[src/rtl/pager_pkg.sv]
package pager_pkg;

  localparam int CPU_AW = 16;
  localparam int CPU_DW = 8;
  localparam int WIN_AW = 14;
  localparam int FIX_AW = 15;

  localparam logic [CPU_AW-1:0] DEF_BANK_ADDR = 16'h3FFC;
  localparam logic [CPU_AW-1:0] DEF_ACK_ADDR  = 16'h3FF7;

  typedef enum logic [2:0] {
    RG_NONE,
    RG_RAM,
    RG_IO,
    RG_BANK,
    RG_ACK,
    RG_PAGED,
    RG_FIXED
  } region_e;

endpackage

[src/rtl/pager_rst_sync.sv]
module pager_rst_sync #(
  parameter int STAGES = 2
) (
  input  logic clk,
  input  logic rst_n,
  output logic rst_n_sync
);

  logic [STAGES-1:0] chain_q;

  always_ff @(posedge clk or negedge rst_n) begin
    if (!rst_n) chain_q <= '0;
    else        chain_q <= {chain_q[STAGES-2:0], 1'b1};
  end

  assign rst_n_sync = chain_q[STAGES-1];

endmodule

[src/rtl/pager_decode.sv]
module pager_decode
  import pager_pkg::*;
#(
  parameter logic [CPU_AW-1:0] BANK_ADDR = DEF_BANK_ADDR,
  parameter logic [CPU_AW-1:0] ACK_ADDR  = DEF_ACK_ADDR
) (
  input  logic              valid,
  input  logic [CPU_AW-1:0] addr,
  output region_e           region
);

  always_comb begin
    if (!valid)                  region = RG_NONE;
    else if (addr[15])           region = RG_FIXED;
    else if (addr[14])           region = RG_PAGED;
    else if (addr == BANK_ADDR)  region = RG_BANK;
    else if (addr == ACK_ADDR)   region = RG_ACK;
    else if (addr[13:12] == 2'b11) region = RG_IO;
    else                         region = RG_RAM;
  end

endmodule

[src/rtl/pager_bank_reg.sv]
module pager_bank_reg #(
  parameter int BANK_W = 6
) (
  input  logic              clk,
  input  logic              rst_n,
  input  logic              load_en,
  input  logic [BANK_W-1:0] load_val,
  output logic [BANK_W-1:0] bank
);

  logic [BANK_W-1:0] bank_d, bank_q;

  always_comb begin
    bank_d = bank_q;
    if (load_en) bank_d = load_val;
  end

  always_ff @(posedge clk or negedge rst_n) begin
    if (!rst_n)       bank_q <= '0;
    else if (load_en) bank_q <= bank_d;
  end

  assign bank = bank_q;

endmodule

[src/rtl/pager_irq_timer.sv]
module pager_irq_timer #(
  parameter int TICKS = 2000
) (
  input  logic clk,
  input  logic rst_n,
  input  logic ack,
  output logic irq
);

  localparam int CW = (TICKS > 1) ? $clog2(TICKS) : 1;
  localparam logic [CW-1:0] LAST = CW'(TICKS - 1);

  logic [CW-1:0] cnt_d, cnt_q;
  logic          irq_d, irq_q;
  logic          period_end;

  always_comb begin
    period_end = (cnt_q == LAST);
    cnt_d      = period_end ? '0 : cnt_q + 1'b1;
    if (period_end)  irq_d = 1'b1;
    else if (ack)    irq_d = 1'b0;
    else             irq_d = irq_q;
  end

  always_ff @(posedge clk or negedge rst_n) begin
    if (!rst_n) begin
      cnt_q <= '0;
      irq_q <= 1'b0;
    end else begin
      cnt_q <= cnt_d;
      irq_q <= irq_d;
    end
  end

  assign irq = irq_q;

endmodule

[src/rtl/bank_pager.sv]
module bank_pager
  import pager_pkg::*;
#(
  parameter int                BANK_W    = 6,
  parameter int                TICKS     = 2000,
  parameter logic [15:0]       BANK_ADDR = DEF_BANK_ADDR,
  parameter logic [15:0]       ACK_ADDR  = DEF_ACK_ADDR,
  localparam int               ROM_AW    = BANK_W + WIN_AW
) (
  input  logic              clk,
  input  logic              rst_n,
  input  logic              cpu_valid,
  input  logic              cpu_we,
  input  logic [15:0]       cpu_addr,
  input  logic [7:0]        cpu_wdata,
  output logic              ram_cs,
  output logic [13:0]       ram_addr,
  output logic              rom_cs,
  output logic [ROM_AW-1:0] rom_addr,
  output logic              periph_cs,
  output logic              rdata_en,
  output logic [7:0]        rdata,
  output logic              irq
);

  localparam int TOP_W = BANK_W - 1;

  logic              rst_n_s;
  region_e           region;
  logic [BANK_W-1:0] bank_q;
  logic              bank_wr;
  logic              ack_wr;
  logic              unused_wdata;

  pager_rst_sync #(.STAGES(2)) u_rst (
    .clk        (clk),
    .rst_n      (rst_n),
    .rst_n_sync (rst_n_s)
  );

  pager_decode #(.BANK_ADDR(BANK_ADDR), .ACK_ADDR(ACK_ADDR)) u_dec (
    .valid  (cpu_valid),
    .addr   (cpu_addr),
    .region (region)
  );

  assign bank_wr = (region == RG_BANK) && cpu_we;
  assign ack_wr  = (region == RG_ACK)  && cpu_we;

  pager_bank_reg #(.BANK_W(BANK_W)) u_bank (
    .clk      (clk),
    .rst_n    (rst_n_s),
    .load_en  (bank_wr),
    .load_val (cpu_wdata[BANK_W-1:0]),
    .bank     (bank_q)
  );

  pager_irq_timer #(.TICKS(TICKS)) u_tmr (
    .clk   (clk),
    .rst_n (rst_n_s),
    .ack   (ack_wr),
    .irq   (irq)
  );

  generate
    if (BANK_W < 8) begin : g_pad
      assign unused_wdata = ^cpu_wdata[7:BANK_W];
    end else begin : g_nopad
      assign unused_wdata = 1'b0;
    end
  endgenerate

  assign ram_cs    = (region == RG_RAM);
  assign periph_cs = (region == RG_IO);
  assign rom_cs    = (region == RG_PAGED) || (region == RG_FIXED);
  assign ram_addr  = cpu_addr[13:0];

  always_comb begin
    if (region == RG_FIXED)
      rom_addr = {{TOP_W{1'b1}}, cpu_addr[FIX_AW-1:0]};
    else
      rom_addr = {bank_q, cpu_addr[WIN_AW-1:0]};
  end

  always_comb begin
    rdata    = '0;
    rdata_en = 1'b0;
    if (!cpu_we) begin
      case (region)
        RG_BANK: begin
          rdata[BANK_W-1:0] = bank_q;
          rdata_en          = 1'b1;
        end
        RG_ACK: begin
          rdata[0] = irq;
          rdata_en = 1'b1;
        end
        default: ;
      endcase
    end
  end

endmodule

[config.mk]
export PLATFORM = sky130hd
export DESIGN_NAME = bank_pager
export DESIGN_NICKNAME = d
export VERILOG_FILES = /design/src/rtl/pager_pkg.sv /design/src/rtl/pager_rst_sync.sv /design/src/rtl/pager_decode.sv /design/src/rtl/pager_bank_reg.sv /design/src/rtl/pager_irq_timer.sv /design/src/rtl/bank_pager.sv
export SDC_FILE = /design/constraint.sdc
export NUM_CORES = 1
export LEC_CHECK = 0
export CAP_MARGIN = 15
export CORE_MARGIN = 3
export CORE_UTILIZATION = 60
export DETAILED_ROUTE_END_ITERATION = 8
export DONT_BUFFER_PORTS = 1
export GPL_TIMING_DRIVEN = 0
export MAX_ROUTING_LAYER = met4
export PLACE_DENSITY = 0.84
export SLEW_MARGIN = 20
export SYNTH_ARGS = -nofsm -noshare
export SYNTH_HDL_FRONTEND = slang
export SYNTH_SLANG_ARGS = --single-unit
[constraint.sdc]
create_clock -name clk -period 2.4 [get_ports clk]
set_input_delay 0.48 -clock clk [delete_from_list [all_inputs] [get_ports clk]]
set_output_delay 0.48 -clock clk [all_outputs]
set_load 0.05 [all_outputs]
## Yosys cells after proc, flatten, opt, wreduce, memory -nomap -nowiden

Index checks and enable logic that the tools add are counted.

- Add/subtract/negate cells: 1
- Reduce and logical (&&, ||, !) cells: 5
- Muxes and demuxes: 15
- Eq/ne operators: 10

Operators with widths:

| operator | count |
|---|---|
| 16-bit by 14-bit equality test with 1-bit output, second input constant | 2 |
| 20-bit 2-to-1 mux | 1 |
| 3-bit 2-to-1 mux | 5 |
| 11-bit by 1-bit adder with 11-bit output, second input constant | 1 |
| 11-bit equality test, second input constant | 1 |
| 11-bit 2-to-1 mux | 1 |
| 3-bit equality test, second input constant | 3 |
| 3-bit by 2-bit equality test with 1-bit output, second input constant | 2 |
| 6-bit 2-to-1 mux | 1 |
| 5-bit 2-to-1 mux | 1 |
| 1-bit 2-to-1 mux | 4 |
| 3-bit by 1-bit equality test with 1-bit output, second input constant | 1 |
| 2-bit equality test, second input constant | 1 |
| 1-bit logical AND | 2 |
| 2-bit 2-to-1 mux | 1 |
| 1-bit case mux with 2 select lines | 1 |
| 2-bit nonzero test | 1 |
| 2-bit OR reduction | 1 |
| 1-bit logical OR | 1 |

- Output and inout bits: 47
- Input bits: 28
- Word-level logic and storage cells: 35
- Register bits after elaboration: 20

## Logic depth before layout (Yosys ltp)

Gate-level depths: netlist of the first run.

- Depth in word-level cells: 11
- Gate-level depth with buffers: 5
- Gate-level depth less buffers: 5

## Modules after synthesis

Synthesis of the first run repeated with hierarchy kept, for this count alone.

- Cells, all modules: 139
- Area, all modules: 1420.1 um2

By module, submodules not included:

| module | cells each | times used | area each (um2) | sequential area each (um2) |
|---|---|---|---|---|
| pager_irq_timer | 52 | 1 | 593.1 | 300.3 |
| bank_pager | 57 | 1 | 415.4 | 0.0 |
| pager_bank_reg | 13 | 1 | 251.5 | 150.1 |
| pager_decode | 14 | 1 | 106.4 | 0.0 |
| pager_rst_sync | 3 | 1 | 53.8 | 50.0 |

## Least setup slack after synthesis of the first run

OpenSTA, ideal clock, no wires.

- Kind: input -> output
- From: input port cpu_addr[14]
- To: output port periph_cs
- Path slack: -82 ps
- Cell stages on the path: 2
- Data required time: 1920 ps
- Arrival: 2002 ps
- Cell sequence: or3b_4 > nor3_1

- Word-level cells in the longest chain between the ends: 7
- Elaborated cells on any way between the ends: 8
- Classes of those cells: eq/ne: 3; mux: 5

RTL lines:

| item | line | text |
|---|---|---|
| start: declaration | bank_pager.sv:14 | `input logic [15:0] cpu_addr,` |
| 16-bit by 14-bit equality test with 1-bit output | pager_decode.sv:17 | `else if (addr == ACK_ADDR) region = RG_ACK;` |
| 3-bit 2-to-1 mux | pager_decode.sv:17 |  |
| 3-bit 2-to-1 mux | pager_decode.sv:16 | `else if (addr == BANK_ADDR) region = RG_BANK;` |
| 3-bit 2-to-1 mux (*) | pager_decode.sv:15 | `else if (addr[14]) region = RG_PAGED;` |
| 3-bit 2-to-1 mux (*) | pager_decode.sv:14 | `else if (addr[15]) region = RG_FIXED;` |
| 3-bit 2-to-1 mux (*) | pager_decode.sv:13 | `if (!valid) region = RG_NONE;` |
| 3-bit by 2-bit equality test with 1-bit output (*) | bank_pager.sv:74 | `assign periph_cs = (region == RG_IO);` |
| end: declaration | bank_pager.sv:20 | `output logic periph_cs,` |

Every way passes the cells marked *; elsewhere a longest branch is shown, timed or not.

## Worst setup path after layout of the first run

- From: input port cpu_addr[14]
- To: output port rdata[2]

- Word-level cells in the longest chain between the ends: 9
- Elaborated cells on any way between the ends: 10
- Classes of those cells: eq/ne: 3; mux: 7

RTL lines:

| item | line | text |
|---|---|---|
| 16-bit by 14-bit equality test with 1-bit output | pager_decode.sv:17 |  |
| 3-bit 2-to-1 mux | pager_decode.sv:17 |  |
| 3-bit 2-to-1 mux | pager_decode.sv:16 |  |
| 3-bit 2-to-1 mux (*) | pager_decode.sv:15 |  |
| 3-bit 2-to-1 mux (*) | pager_decode.sv:14 |  |
| 3-bit 2-to-1 mux (*) | pager_decode.sv:13 |  |
| 3-bit by 2-bit equality test with 1-bit output (*) | bank_pager.sv:89 | `case (region)` |
| 5-bit 2-to-1 mux (*) | bank_pager.sv:89 |  |
| 6-bit 2-to-1 mux (*) | bank_pager.sv:88 | `if (!cpu_we) begin` |
| end: declaration | bank_pager.sv:22 | `output logic [7:0] rdata,` |

Marked as above.

==> reports/metrics.csv, run 1 <==
metric,value,unit
drc,0,
comb_power_share,25.8,%
grt_pass1_vias,872,
wire_per_inst,15.9,um
path_cells,or3b_4 -> nor3_2 -> and3_1 -> and2_1,
timing.rr.end,u_tmr.cnt_q[10]$_DFF_PN0_,
avgSynthCellArea,9.86,um^2
clock_path_buffers,2,
drive_gt1_share,36.9,%
r2r-start,u_tmr.cnt_q[0]$_DFF_PN0_,
yosysTopAreaCellShare,37.6,%
globalRouteOverflowTotal,0,
max_stage_delay,480,ps
finalNonFillerCells,168,
finalCritPeriodShare,96.1,%
h-tree-depth,1,
yosys_warnings,0,
drt-initial-drc-count,20,
top_usage_layer,met2,
yosysTopAreaCell,dfrtp_1,
p_switching,260,uW
crit_path_end,rdata[2],
slew_headroom,29.9,%
area_growth,6.77,%
seq_area_frac_synth,37.6,%
dpl_worst_slack,80.6,ps
p_per_area,520,nW/um^2
ant_nets,0,
clk_pin_slew,110,ps
synth_flop_cell,dfrtp_1,
antenna_cells,0,
seq_power_share,48.8,%
grt_use_met3,5.92,%
use_met1,19.2,%
row_count,16,
worstMarginPinSlew,1050,ps
nFillCells,156,
die_h,53.1,um
cts_tree,yes,
first_pass_iters,4,
reg2reg_depth,5,
track_usage,18.8,%
finalWorstSetupSlack,93.7,ps
async_flop_share,100,%
leakage,0.711,nW
routed_wl,2680,um
synth-edff-count,0,
status,"complete, no violations",
hold_path.class,flip-flop to async pin,
synthTopCellsByArea,"dfrtp_1, buf_4, mux2_2",
fin_crit,2310,ps
initial_core_util,65.8,%
antenna_found_initial,0,
port-buffer-count,0,
r2r_slack,560,ps
skew,2.05,ps
cts.sinks,20,
critical_path_arrival,1830,ps
fmax,0.434,GHz
critPathKind,input pin to output pin,
via_per_inst,5.62,
final_net_count,171,
pin_count,75,
clock_latency,290,ps
ys_ff_latch,20,
worstPathRequired,1920,ps
finalHoldViolCount,0,
dpl.hpwl,2160,um
core-area,2020,um^2
synth_cells,135,
end_kind,output pin,
grt_pass1_wl,3810,um
gp_congestion,0.837,
grt_max_degree,19,
cts_setup_buffers,0,
die-area,2820,um^2
p_int,479,uW
ys_types,37,
numCtsBuffers,3,
finalMaxSlewViolations,0,
vias,944,
p_sw_share,35.2,%
met2_usage,34.3,%
setup_viol,0,
max-vdd-ir-drop,0.518,mV
tns,0,ps
fp.dieW,53.1,um
worst-path-max-fanout,6,
clockRootBuffer,clkbuf_4,
cp-start-kind,input pin,
syn_area,1330,um^2
maxCapViolations,0,
slowest_stage,and2_1,
pwr-share-clk,25.5,%
dpl.cell_count,163,
cp-startpoint,cpu_addr[14],
## worst min-delay path by stage
stage / startpoint / end / slack, ps / cells after the start
global route: cpu_wdata[5] / u_bank.bank[5]$_DFFE_PN0P_ / 310 / 1
CTS: cpu_wdata[5] / u_bank.bank[5]$_DFFE_PN0P_ / 310 / 1
finish: u_rst.chain_q[1]$_DFF_PN0_ / u_tmr.cnt_q[8]$_DFF_PN0_ / 300 / 0
detailed placement: rst_n / u_rst.chain_q[1]$_DFF_PN0_ / 180 / 0
floorplan: rst_n / u_rst.chain_q[0]$_DFF_PN0_ / 180 / 0
global placement: rst_n / u_rst.chain_q[0]$_DFF_PN0_ / 180 / 0
## power groups by stage
stage	registers, mW	clock network [mW]	logic, mW
detailed placement	0.367	0	0.189
global placement	0.367	0	0.188
finish	0.360	0.188	0.190
floorplan	0.365	0	0.181
global route	0.362	0.207	0.197
CTS	0.361	0.192	0.191
## metrics by stage
step	area [um^2]	power [mW]	hold WS (ps)	util, %
final	1420	0.739	296	70.3
after CTS	1420	0.744	312	70.2
after floorplan	1340	0.546	184	-
after global placement	1370	0.554	184	67.9
after global routing	1420	0.765	309	70.3
after detailed placement	1370	0.556	184	67.9
## final cells by class
| cell class | count | area (um^2) | share of cell area [%] |
|---|---|---|---|
| multi-input cells | 84 | 608 | 42.8 |
| flip-flops and latches | 20 | 500 | 35.2 |
| well taps | 27 | 33.8 | 2.38 |
| plain buffers | 30 | 225 | 15.8 |
| repair buffers | 1 | 10.0 | 0.704 |
| inverters | 2 | 7.51 | 0.528 |
| clock buffers | 4 | 36.3 | 2.55 |
## cells by family after synthesis
kind of cell	after synthesis	share of synthesized area [%]
compound gates	13	6.67
xor+xnor	6	3.95
fa+ha+maj	1	0.940
buf+inv	32	17.5
flops	20	37.6
mux	7	5.92
other cells	2	0.564
simple gates	54	26.9
## registers in the layout, indices dropped and copies added (netlist names)
name / flops
u_tmr.irq: 1
u_rst.chain_q: 2
u_bank.bank: 6
u_tmr.cnt_q: 11
## cells in the mapped netlist, types with 2 or more instances
cell / number
a21oi_1: 2
and2_1: 6
and3_1: 2
buf_4: 30
conb_1: 2
dfrtp_1: 20
inv_1: 2
mux2_2: 6
nand2_1: 7
nand2b_1: 7
nand3_1: 4
nand4b_1: 2
nor2_1: 8
nor3_1: 5
nor3_2: 2
o21a_1: 3
o21ai_0: 3
xnor2_1: 3
xor2_1: 3
## repair_timing
action | in CTS | in global routing
gates resized for setup | 0 | 1
hold buffers | 1 | 0
endpoints found under the hold margin | 2 | 0
endpoints found under the setup margin | 0 | 1
## cell usage in the layout, fill, tap and decap left out, drive strengths merged
cell type,instances
a21o,1
nor3,7
and2,6
conb,3
o21a,3
o21ai,3
mux2,7
nand3,4
nor3b,1
dlygate4sd3,1
and2b,1
inv,2
nor4b,1
and3,2
a21oi,2
xor2,3
or3b,1
and3b,1
a31o,1
nand2b,7
o41ai,1
nand4,3
a32o,1
a31oi,1
ha,1
xnor2,3
or3,1
dfrtp,20
nor4,1
buf,30
clkbuf,4
nand4b,2
nor2,9
nand2,7
## layer usage
metal / routed length, um / vias up
met1: 905 / 450
li1: - / 444
met3: 301 / 4
met5: 0 / -
met4: 24 / 0
met2: 1450 / 46
## critical path, delay by kind of cell
| family | cells | cell delay [ps] |
|---|---|---|
| simple gates | 4 | 1340 |
Power figures use the tool's default switching activity.
==> run 2: changes to the inputs <==
- REMOVE_ABC_BUFFERS: not set -> 1
==> run 2 against run 1 <==
Effect of this change:
- first-iteration DRC count down 40%
- critical path depth unchanged
- via count down 12%
- die area unchanged
- sequential power about the same
- core utilization down 10 points
- hold slack worse by 2.6 ps
- routed wire length up 0.37%
- non-clock buffer count down 30
- clock power up 44%
- total power down 6.7%
- clock skew about the same
- critical endpoint is now rdata[0]
==> reports/metrics.csv, run 2 (synthesis gave the netlist of run 1 again) <==
metric,value,unit,change
setup_viol,0,,unchanged
drc,0,,unchanged
area_growth,-8.46,%,
r2r-start,u_tmr.cnt_q[0]$_DFF_PN0_,,
slew_headroom,31.3,%,+1.4 points
gp_congestion,0.840,,+0.35%
tns,0,ps,unchanged
finalCritPeriodShare,93.1,%,-3.0 points
die_h,53.1,um,unchanged
critical_path_arrival,1750,ps,-80 ps
max-vdd-ir-drop,0.446,mV,-14%
drive_gt1_share,24.3,%,-13 points
r2r_slack,550,ps,about the same
p_per_area,566,nW/um^2,+8.8%
finalHoldViolCount,0,,unchanged
rsz0062_at_grt,no,,
crit_family,simple AND/OR/NAND/NOR gates,,
grt_max_degree,19,,unchanged
worst-path-max-fanout,6,,unchanged
antenna_cells,0,,unchanged
worstMarginPinSlew,1030,ps,-20.4 ps
antenna_found_initial,0,,unchanged
port-buffer-count,0,,unchanged
first_pass_iters,4,,unchanged
largest_register,u_tmr.cnt_q,,
fmax,0.448,GHz,+3.3%
clk_pin_slew,110,ps,about the same
path_cells,or3b_4 -> nor3_2 -> and3_1 -> a32o_2,,
clock_path_buffers,2,,unchanged
fin_crit,2230,ps,-72.8 ps
nFillCells,190,,+22%
routed_wl,2690,um,+0.37%
vias,835,,-12%
grt_pass1_wl,3840,um,+0.74%
slowest_stage,or3b_4,,
wire_per_inst,19.5,um,+22%
end_kind,output pin,,
maxCapViolations,0,,unchanged
finalWorstSetupSlack,167,ps,+72.8 ps
power.total,689,uW,-6.7%
critPathKind,input pin to output pin,,
cts.sinks,20,,unchanged
fp.dieW,53.1,um,unchanged
clock_latency,300,ps,about the same
dpl.hpwl,2110,um,-2.6%
globalRouteOverflowTotal,0,,unchanged
largest_reg_flops,11,,unchanged
reg2reg_depth,5,,unchanged
cp.buffers_inverters,0,,unchanged
max_stage_delay,420,ps,-60 ps
finalMaxSlewViolations,0,,unchanged
pin_count,75,,unchanged
final_common_cell,dfrtp_1,,
final_net_count,141,,-18%
row_count,16,,unchanged
drt-initial-drc-count,12,,-40%
leakage,0.577,nW,-19%
grt_pass1_vias,851,,-2.4%
track_usage,20.0,%,+1.3 points
via_per_inst,6.05,,+7.7%
layout_common_cells,"dfrtp_1, nor2_1, nand2_1, nand2b_1, mux2_2",,
status,"complete, no violations",,
numCtsBuffers,3,,unchanged
hold_path.class,flip-flop to async pin,,
dpl_worst_slack,33.8,ps,-46.7 ps
cts_tree,yes,,
worstPathRequired,1920,ps,about the same
initial_core_util,65.8,%,unchanged
timing.rr.end,u_tmr.irq$_DFFE_PN0P_,,
core-area,2020,um^2,unchanged
skew,1.57,ps,-0.487 ps
ant_nets,0,,unchanged
die-area,2820,um^2,unchanged
clockRootBuffer,clkbuf_4,,
h-tree-depth,1,,unchanged
cp-start-kind,input pin,,
cts_setup_buffers,0,,unchanged
run 2: power by group:
| group | switching (mW) | total (mW) | internal (mW) |
|---|---|---|---|
| registers | 0.0192 | 0.360 | 0.341 |
| clock network | 0.102 | 0.271 | 0.169 |
| logic | 0.0468 | 0.0584 | 0.0116 |
run 2: metrics by stage:
step,std cells,hold WS [ps],instance area (um^2),util [%]
3_3_place_gp,133,184,1140,56.6
2_1_floorplan,106,184,1110,-
6_report,138,293,1220,60.3
4_1_cts,138,305,1210,60.0
5_1_grt,138,303,1220,60.3
3_5_place_dp,133,184,1150,56.8
run 2: worst max-delay path by stage:
stage / start / cells past startpoint / slack, ps / end
after floorplan: cpu_addr[14] / 2 / -80 / periph_cs
after global placement: cpu_addr[14] / 2 / -160 / periph_cs
after detailed placement: cpu_addr[14] / 4 / 30 / rdata[0]
after CTS: cpu_addr[14] / 4 / 10 / rdata[3]
after global routing: cpu_addr[14] / 4 / 90 / rdata[0]
final: cpu_addr[14] / 4 / 170 / rdata[0]
run 2: routing by layer:
| layer | track usage [%] | wire (um) |
|---|---|---|
| met1 | 15.8 | 889 |
| met2 | 41.3 | 1520 |
| met3 | 6.48 | 233 |
| met4 | 6.38 | 46 |
| met5 | - | 0 |
run 2: final cells by class:
cell class,instances,area [um^2],area share [%]
clock inverters,1,30.0,2.46
repair buffers,1,10.0,0.821
flip-flops and latches,20,500,41.1
well taps,27,33.8,2.77
multi-input cells,84,614,50.4
inverters,2,7.51,0.616
clock buffers,3,22.5,1.85
run 2: timing repair:
item                                    4_1_cts  5_1_grt
gates resized for setup                       2        4
endpoints found under the hold margin         2        0
hold buffers                                  1        0
endpoints found under the setup margin        2        4
